--- config.mk ---
export PLATFORM = sky130hd
export DESIGN_NAME = irq_aggregator
export DESIGN_NICKNAME = d
export VERILOG_FILES = /design/src/rtl/irq_agg_pkg.sv /design/src/rtl/irq_agg_regif.sv /design/src/rtl/irq_agg_qcell.sv /design/src/rtl/irq_agg_fcell.sv /design/src/rtl/irq_aggregator.sv
export SDC_FILE = /design/constraint.sdc
export NUM_CORES = 1
export LEC_CHECK = 0
export ABC_AREA = 1
export BUFFER_PORTS_ARGS = -buffer_cell sky130_fd_sc_hd__buf_2
export CAP_MARGIN = 15
export CORE_MARGIN = 2
export CORE_UTILIZATION = 48
export CTS_CLUSTER_DIAMETER = 100
export CTS_CLUSTER_SIZE = 8
export DETAILED_ROUTE_END_ITERATION = 6
export PLACE_DENSITY = 0.73
export SLEW_MARGIN = 10
export SYNTH_ARGS = -nofsm -noshare
export SYNTH_HDL_FRONTEND = slang
export SYNTH_SLANG_ARGS = --single-unit
--- constraint.sdc ---
create_clock -name clk_i -period 4.3 [get_ports clk_i]
set_input_delay 1.29 -clock clk_i [delete_from_list [all_inputs] [get_ports clk_i]]
set_output_delay 1.29 -clock clk_i [all_outputs]
set_load 0.01 [all_outputs]
--- src/rtl/irq_agg_pkg.sv ---
package irq_agg_pkg;
  localparam int unsigned DATA_W = 32;
  // word index = byte address >> 2
  localparam int unsigned WORD_MASK = 0;
  localparam int unsigned WORD_STAT = 1;
  localparam int unsigned WORD_CLR  = 2;

  typedef enum logic [1:0] {
    SEL_NONE,
    SEL_MASK,
    SEL_STAT,
    SEL_CLR
  } reg_sel_e;
endpackage

--- src/rtl/irq_agg_regif.sv ---
module irq_agg_regif
  import irq_agg_pkg::*;
#(
  parameter int unsigned N_SRC  = 28,
  parameter int unsigned ADDR_W = 4
) (
  input  logic              clk_i,
  input  logic              rst_ni,
  input  logic [ADDR_W-1:0] addr_i,
  input  logic              wr_i,
  input  logic [DATA_W-1:0] wdata_i,
  input  logic [N_SRC-1:0]  status_i,
  output logic [N_SRC-1:0]  mask_o,
  output logic [N_SRC-1:0]  clr_o,
  output logic [DATA_W-1:0] rdata_o
);
  localparam int unsigned WORD_W = ADDR_W - 2;

  reg_sel_e          sel;
  logic [N_SRC-1:0]  mask_q;

  always_comb begin
    sel = SEL_NONE;
    if (addr_i[1:0] == 2'b00) begin
      if (addr_i[ADDR_W-1:2] == WORD_W'(WORD_MASK))      sel = SEL_MASK;
      else if (addr_i[ADDR_W-1:2] == WORD_W'(WORD_STAT)) sel = SEL_STAT;
      else if (addr_i[ADDR_W-1:2] == WORD_W'(WORD_CLR))  sel = SEL_CLR;
    end
  end

  always_ff @(posedge clk_i or negedge rst_ni) begin
    if (!rst_ni)                     mask_q <= '0;
    else if (wr_i && sel == SEL_MASK) mask_q <= wdata_i[N_SRC-1:0];
  end

  assign mask_o = mask_q;
  assign clr_o  = (wr_i && sel == SEL_CLR) ? wdata_i[N_SRC-1:0] : '0;

  always_comb begin
    unique case (sel)
      SEL_MASK: rdata_o = DATA_W'(mask_q);
      SEL_STAT: rdata_o = DATA_W'(status_i);
      default:  rdata_o = '0;
    endcase
  end

  if (N_SRC < DATA_W) begin : g_pad
    logic unused_hi;
    assign unused_hi = ^wdata_i[DATA_W-1:N_SRC];
  end
endmodule

--- src/rtl/irq_agg_qcell.sv ---
// Status bit with a saturating count of deliveries still owed.
module irq_agg_qcell #(
  parameter int unsigned CNT_W = 4
) (
  input  logic             clk_i,
  input  logic             rst_ni,
  input  logic             ev_i,
  input  logic             clr_i,
  output logic             stat_o,
  output logic             rearm_o,
  output logic [CNT_W-1:0] cnt_o
);
  localparam logic [CNT_W-1:0] CNT_MAX = '1;

  logic             stat_q, stat_n;
  logic             rearm_q, rearm_n;
  logic [CNT_W-1:0] cnt_q, cnt_n, cnt_inc;
  logic             clr_eff;

  assign clr_eff = clr_i & stat_q;
  assign cnt_inc = (ev_i && cnt_q != CNT_MAX) ? cnt_q + CNT_W'(1) : cnt_q;

  always_comb begin
    stat_n  = stat_q;
    rearm_n = 1'b0;
    cnt_n   = cnt_q;
    if (rearm_q) begin
      stat_n = 1'b1;
      cnt_n  = cnt_inc;
    end else if (clr_eff) begin
      stat_n  = 1'b0;
      rearm_n = ev_i || (cnt_q != '0);
      // one owed delivery is consumed by the re-raise
      if (!ev_i && cnt_q != '0) cnt_n = cnt_q - CNT_W'(1);
    end else if (stat_q) begin
      cnt_n = cnt_inc;
    end else begin
      stat_n = ev_i;
    end
  end

  always_ff @(posedge clk_i or negedge rst_ni) begin
    if (!rst_ni) begin
      stat_q  <= 1'b0;
      rearm_q <= 1'b0;
      cnt_q   <= '0;
    end else begin
      stat_q  <= stat_n;
      rearm_q <= rearm_n;
      cnt_q   <= cnt_n;
    end
  end

  assign stat_o  = stat_q;
  assign rearm_o = rearm_q;
  assign cnt_o   = cnt_q;
endmodule

--- src/rtl/irq_agg_fcell.sv ---
// Status bit without queue; an event on a clear re-raises after one cycle.
module irq_agg_fcell (
  input  logic clk_i,
  input  logic rst_ni,
  input  logic ev_i,
  input  logic clr_i,
  output logic stat_o,
  output logic rearm_o
);
  logic stat_q, rearm_q, clr_eff;

  assign clr_eff = clr_i & stat_q;

  always_ff @(posedge clk_i or negedge rst_ni) begin
    if (!rst_ni) begin
      stat_q  <= 1'b0;
      rearm_q <= 1'b0;
    end else begin
      stat_q  <= clr_eff ? 1'b0 : (stat_q | ev_i | rearm_q);
      rearm_q <= clr_eff & ev_i;
    end
  end

  assign stat_o  = stat_q;
  assign rearm_o = rearm_q;
endmodule

--- src/rtl/irq_aggregator.sv ---
module irq_aggregator
  import irq_agg_pkg::*;
#(
  parameter int unsigned N_CHAN = 8,
  parameter int unsigned N_UNIT = 8,
  parameter int unsigned N_CTRL = 4,
  parameter int unsigned CNT_W  = 4,
  parameter int unsigned ADDR_W = 4
) (
  input  logic              clk_i,
  input  logic              rst_ni,
  input  logic [N_CHAN-1:0] chan_done_i,
  input  logic [N_CHAN-1:0] chan_err_i,
  input  logic [N_UNIT-1:0] unit_evt_i,
  input  logic [N_CTRL-1:0] ctrl_evt_i,
  input  logic [ADDR_W-1:0] reg_addr_i,
  input  logic              reg_wr_i,
  input  logic [DATA_W-1:0] reg_wdata_i,
  output logic [DATA_W-1:0] reg_rdata_o,
  output logic              irq_o
);
  localparam int unsigned N_SRC = 2 * N_CHAN + N_UNIT + N_CTRL;

  logic [N_SRC-1:0]             raw_src, ev_vec, mask_q, clr_hit;
  logic [N_SRC-1:0]             status_q, rearm_q;
  logic [N_CHAN-1:0][CNT_W-1:0] cnt_q;

  assign raw_src = {ctrl_evt_i, unit_evt_i, chan_err_i, chan_done_i};
  assign ev_vec  = raw_src & mask_q;

  irq_agg_regif #(
    .N_SRC (N_SRC),
    .ADDR_W(ADDR_W)
  ) u_regif (
    .clk_i   (clk_i),
    .rst_ni  (rst_ni),
    .addr_i  (reg_addr_i),
    .wr_i    (reg_wr_i),
    .wdata_i (reg_wdata_i),
    .status_i(status_q),
    .mask_o  (mask_q),
    .clr_o   (clr_hit),
    .rdata_o (reg_rdata_o)
  );

  for (genvar i = 0; i < N_SRC; i++) begin : g_bit
    if (i < N_CHAN) begin : g_queued
      irq_agg_qcell #(.CNT_W(CNT_W)) u_cell (
        .clk_i  (clk_i),
        .rst_ni (rst_ni),
        .ev_i   (ev_vec[i]),
        .clr_i  (clr_hit[i]),
        .stat_o (status_q[i]),
        .rearm_o(rearm_q[i]),
        .cnt_o  (cnt_q[i])
      );
    end else begin : g_plain
      irq_agg_fcell u_cell (
        .clk_i  (clk_i),
        .rst_ni (rst_ni),
        .ev_i   (ev_vec[i]),
        .clr_i  (clr_hit[i]),
        .stat_o (status_q[i]),
        .rearm_o(rearm_q[i])
      );
    end
  end

  // pending re-raise keeps the line up through the gap
  assign irq_o = |{status_q, rearm_q};
endmodule

==> impl_metrics.py <==
metrics = {
    "route": {
        "ant_nets": 0,
        "wl_per_cell_um": 13.2,
        "routed_wl_mm": 15.4,
        "drt_iter0_markers": 434,
        "vias": 5973,
        "via_per_inst": 5.12,
        "drc": 0,
        "firstDrtPassIters": 5,
    },
    "placement": {
        "postPlaceCellArea_sq_um": 7330,
        "routabilityCongestion": 0.861,
        "dp_slack_ns": 0.187,
        "place.port_buffers": 91,
        "dp_hpwl_mm": 10.5,
    },
    "floorplan": {
        "die_area_sq_um": 14800,
        "io_pins": 100,
        "die_y_um": 121,
        "rows": 42,
        "die_w_um": 121,
        "initial_utilization_pct": 49.6,
        "core_sq_um": 13300,
    },
    "sta": {
        "finalCritPeriodShare_pct": 95.3,
        "fin_setup_tns_ns": 0,
        "clock_skew_ns": 0.00645,
        "finalHoldViolations": 0,
        "min_period_ns": 4.10,
        "tightestPinTransition_ns": 0.651,
        "rsz0062_at_grt": "no",
        "slew_headroom_pct": 56.6,
        "finalMaxSlewViolations": 0,
        "fmax_ghz": 0.244,
        "setup_violations": 0,
        "worst_slack_ns": 0.201,
    },
    "setup_path": {
        "r2r-start": "g_bit[4].g_queued.u_cell.cnt_o[0]",
        "critical_path_buf_inv_count": 5,
        "slowest_delay_ns": 0.34,
        "path_cells": "buf_2, inv_1, ha_1, o21ai_0, inv_1, ha_1, buf_12, a21oi_1, buf_2",
        "r2r_cells": 8,
        "cp_top_family": "buffers and inverters",
        "timing.reg2reg.setup_slack_ns": 2.74,
        "cp_max_fo": 28,
        "worstPathRequired_ns": 3.01,
        "crit_arrival_ns": 2.81,
        "end_kind": "output port",
        "crit_slowest_cell": "ha_1",
        "rr_endpoint": "g_bit[4].g_queued.u_cell.cnt_o[0]",
        "worst_setup_path_start_kind": "input port",
        "worstSetupPathType": "in -> out",
    },
    "power": {
        "peakVddDrop_mv": 0.317,
        "power.internal_mw": 2.94,
        "cellPowerDensity_nw_per_um2": 542,
        "clockPowerShare_pct": 38.2,
        "power_leakage_nw": 4.07,
        "p_comb_share_pct": 25.9,
        "power_mw": 4.35,
        "power_switching_mw": 1.41,
        "swShare_pct": 32.4,
        "p_seq_share_pct": 35.9,
    },
    "synthesis": {
        "mappedNetlistArea_sq_um": 6630,
        "yosysWarnings": 0,
        "synthCells": 877,
        "syn_area_per_cell_sq_um": 7.56,
        "synth.area.mux_share_pct": 4.59,
        "yosys.area_share.adder_pct": 3.97,
        "ys_seq_area_share_pct": 43.8,
        "yosys.area_share.simple_pct": 32.3,
        "synth_top_family_by_area": "simple AND/OR/NAND/NOR gates",
        "synth_compound_area_share_pct": 7.59,
        "synth_xor_area_share_pct": 0.793,
        "ys_seq_elements": 116,
        "synth_cell_types": 32,
    },
    "run": {
        "cap_violations": 0,
    },
    "global_routing": {
        "antenna_found_initial": 0,
        "grt.total_usage_pct": 22.3,
        "grt_overflow": 0,
        "grt_max_degree": 117,
        "grt_pass1_wl_mm": 25.9,
        "first_global_vias": 5692,
    },
    "hold_path": {
        "min-delay-start": "g_bit[6].g_queued.u_cell.cnt_o[3]",
        "whs_path_depth": 2,
        "hold_end": "g_bit[6].g_queued.u_cell.cnt_o[3]",
        "hp-class": "reg -> reg",
    },
    "clock_network": {
        "clk_pin_slew_ns": 0.05,
        "hold_buffers": 0,
        "cts_root_buf": "clkbuf_16",
        "cts_setup_buffers": 0,
        "cts_tree": "yes",
        "clock_sinks": 116,
        "ctsResizeCount": 0,
        "ctsHtreeMaxLevel": 4,
        "clock_latency_ns": 0.42,
        "cts_buffers": 17,
        "clock_path_buffers": 2,
    },
    "status": {
        "outcome": "finished clean",
    },
    "cells_and_area": {
        "layout_commonest_cell": "nand2_1",
        "final_nets": 1065,
        "area_growth_syn_to_layout_pct": 21.1,
        "finish.instance_area_sq_um": 8020,
        "antenna_cells": 0,
        "final_cell_mix": "nand2_1 (276), dfrtp_1 (116), inv_1 (93)",
        "drive_gt1_share_pct": 18.8,
    },
}
==> state kept, by name (all words and copies together) (netlist names) <==
| register | cells |
|---|---|
| u_regif.mask_o | 28 |
| g_bit.g_plain.u_cell.rearm_o | 20 |
| g_bit.g_queued.u_cell.stat_o | 8 |
| g_bit.g_plain.u_cell.stat_o | 20 |
| g_bit.g_queued.u_cell.rearm_o | 8 |
| g_bit.g_queued.u_cell.cnt_o | 32 |
==> through the flow <==
| step | hold WS (ns) | utilization, % | cells |
|---|---|---|---|
| 5_1_grt | 0.512 | 60.1 | 1166 |
| 2_1_floorplan | 0.441 | - | 880 |
| 3_3_place_gp | 0.458 | 54.9 | 1134 |
| 3_5_place_dp | 0.465 | 54.9 | 1134 |
| 4_1_cts | 0.478 | 60.1 | 1166 |
| 6_report | 0.480 | 60.1 | 1166 |
==> Yosys cell counts (all sizes together) <==
| cell | count | area, sq um |
|---|---|---|
| conb | 1 | 3.75 |
| dfrtp | 116 | 2900 |
| o21ai | 29 | 145 |
| nor3 | 25 | 140 |
| xor2 | 5 | 43.8 |
| a32oi | 6 | 52.6 |
| ha | 21 | 263 |
| nor4 | 1 | 6.26 |
| nand4 | 13 | 81.3 |
| nand2 | 281 | 1070 |
| or2 | 10 | 62.6 |
| nand3b | 1 | 7.51 |
| buf | 13 | 76.3 |
| xnor2 | 1 | 8.76 |
| o211ai | 2 | 15.0 |
| a21oi | 56 | 284 |
| inv | 94 | 353 |
| nand3 | 78 | 390 |
| mux2 | 27 | 304 |
| nor2 | 89 | 382 |
| a31oi | 1 | 6.26 |
| clkbuf | 7 | 26.3 |
==> worst max path at each step <==
stage,from,end,slack [ns],cells past startpoint
5_1_grt,reg_addr_i[2],reg_rdata_o[17],0.08,9
4_1_cts,reg_addr_i[2],reg_rdata_o[4],0.19,9
6_report,reg_addr_i[2],reg_rdata_o[17],0.20,9
3_5_place_dp,reg_addr_i[2],reg_rdata_o[4],0.19,9
3_3_place_gp,reg_addr_i[2],reg_rdata_o[15],0.24,9
2_1_floorplan,reg_addr_i[2],reg_rdata_o[0],0.28,8
==> power groups by stage <==
stage               Sequential (mW)  Clock (mW)  Combinational, mW
floorplan                      1.52           0              0.892
global placement               1.57           0               1.09
detailed placement             1.57           0               1.12
CTS                            1.56        1.67               1.13
global route                   1.60        1.73               1.32
finish                         1.56        1.66               1.13
==> cells by family (layout without fill, tap and decap cells) <==
| logic type | after synthesis | in the layout |
|---|---|---|
| muxes | 27 | 27 |
| buffers and inverters | 114 | 224 |
| AOI/OAI and AO/OA | 94 | 94 |
| adders and majority gates | 21 | 21 |
| DFF | 116 | 116 |
| other | 1 | 4 |
| xor gates and xnor gates | 6 | 6 |
| and+or+nand+nor | 498 | 498 |
==> layout make-up <==
class | instances | area [sq um]
multi-input combinational | 650 | 3280
clock inverter | 14 | 256
tap | 176 | 220
inverter | 94 | 353
fill | 1196 | 5320
sequential | 116 | 2900
clock buffer | 18 | 439
timing repair buffer | 98 | 573
==> tightest hold or removal path, stage by stage (launching register included) <==
cell and delay (ns):
dfrtp_1 0.35, nand2_1 0.05, nand2_1 0.04
==> routing by layer <==
| layer | GRT usage, % | vias up | wire length [um] |
|---|---|---|---|
| met3 | 5.55 | 22 | 974 |
| li1 | - | 3040 | - |
| met2 | 36.3 | 158 | 7190 |
| met5 | 0 | - | 0 |
| met1 | 28.6 | 2753 | 7030 |
| met4 | 8.84 | 0 | 254 |
(Power assumes the default switching activity.)
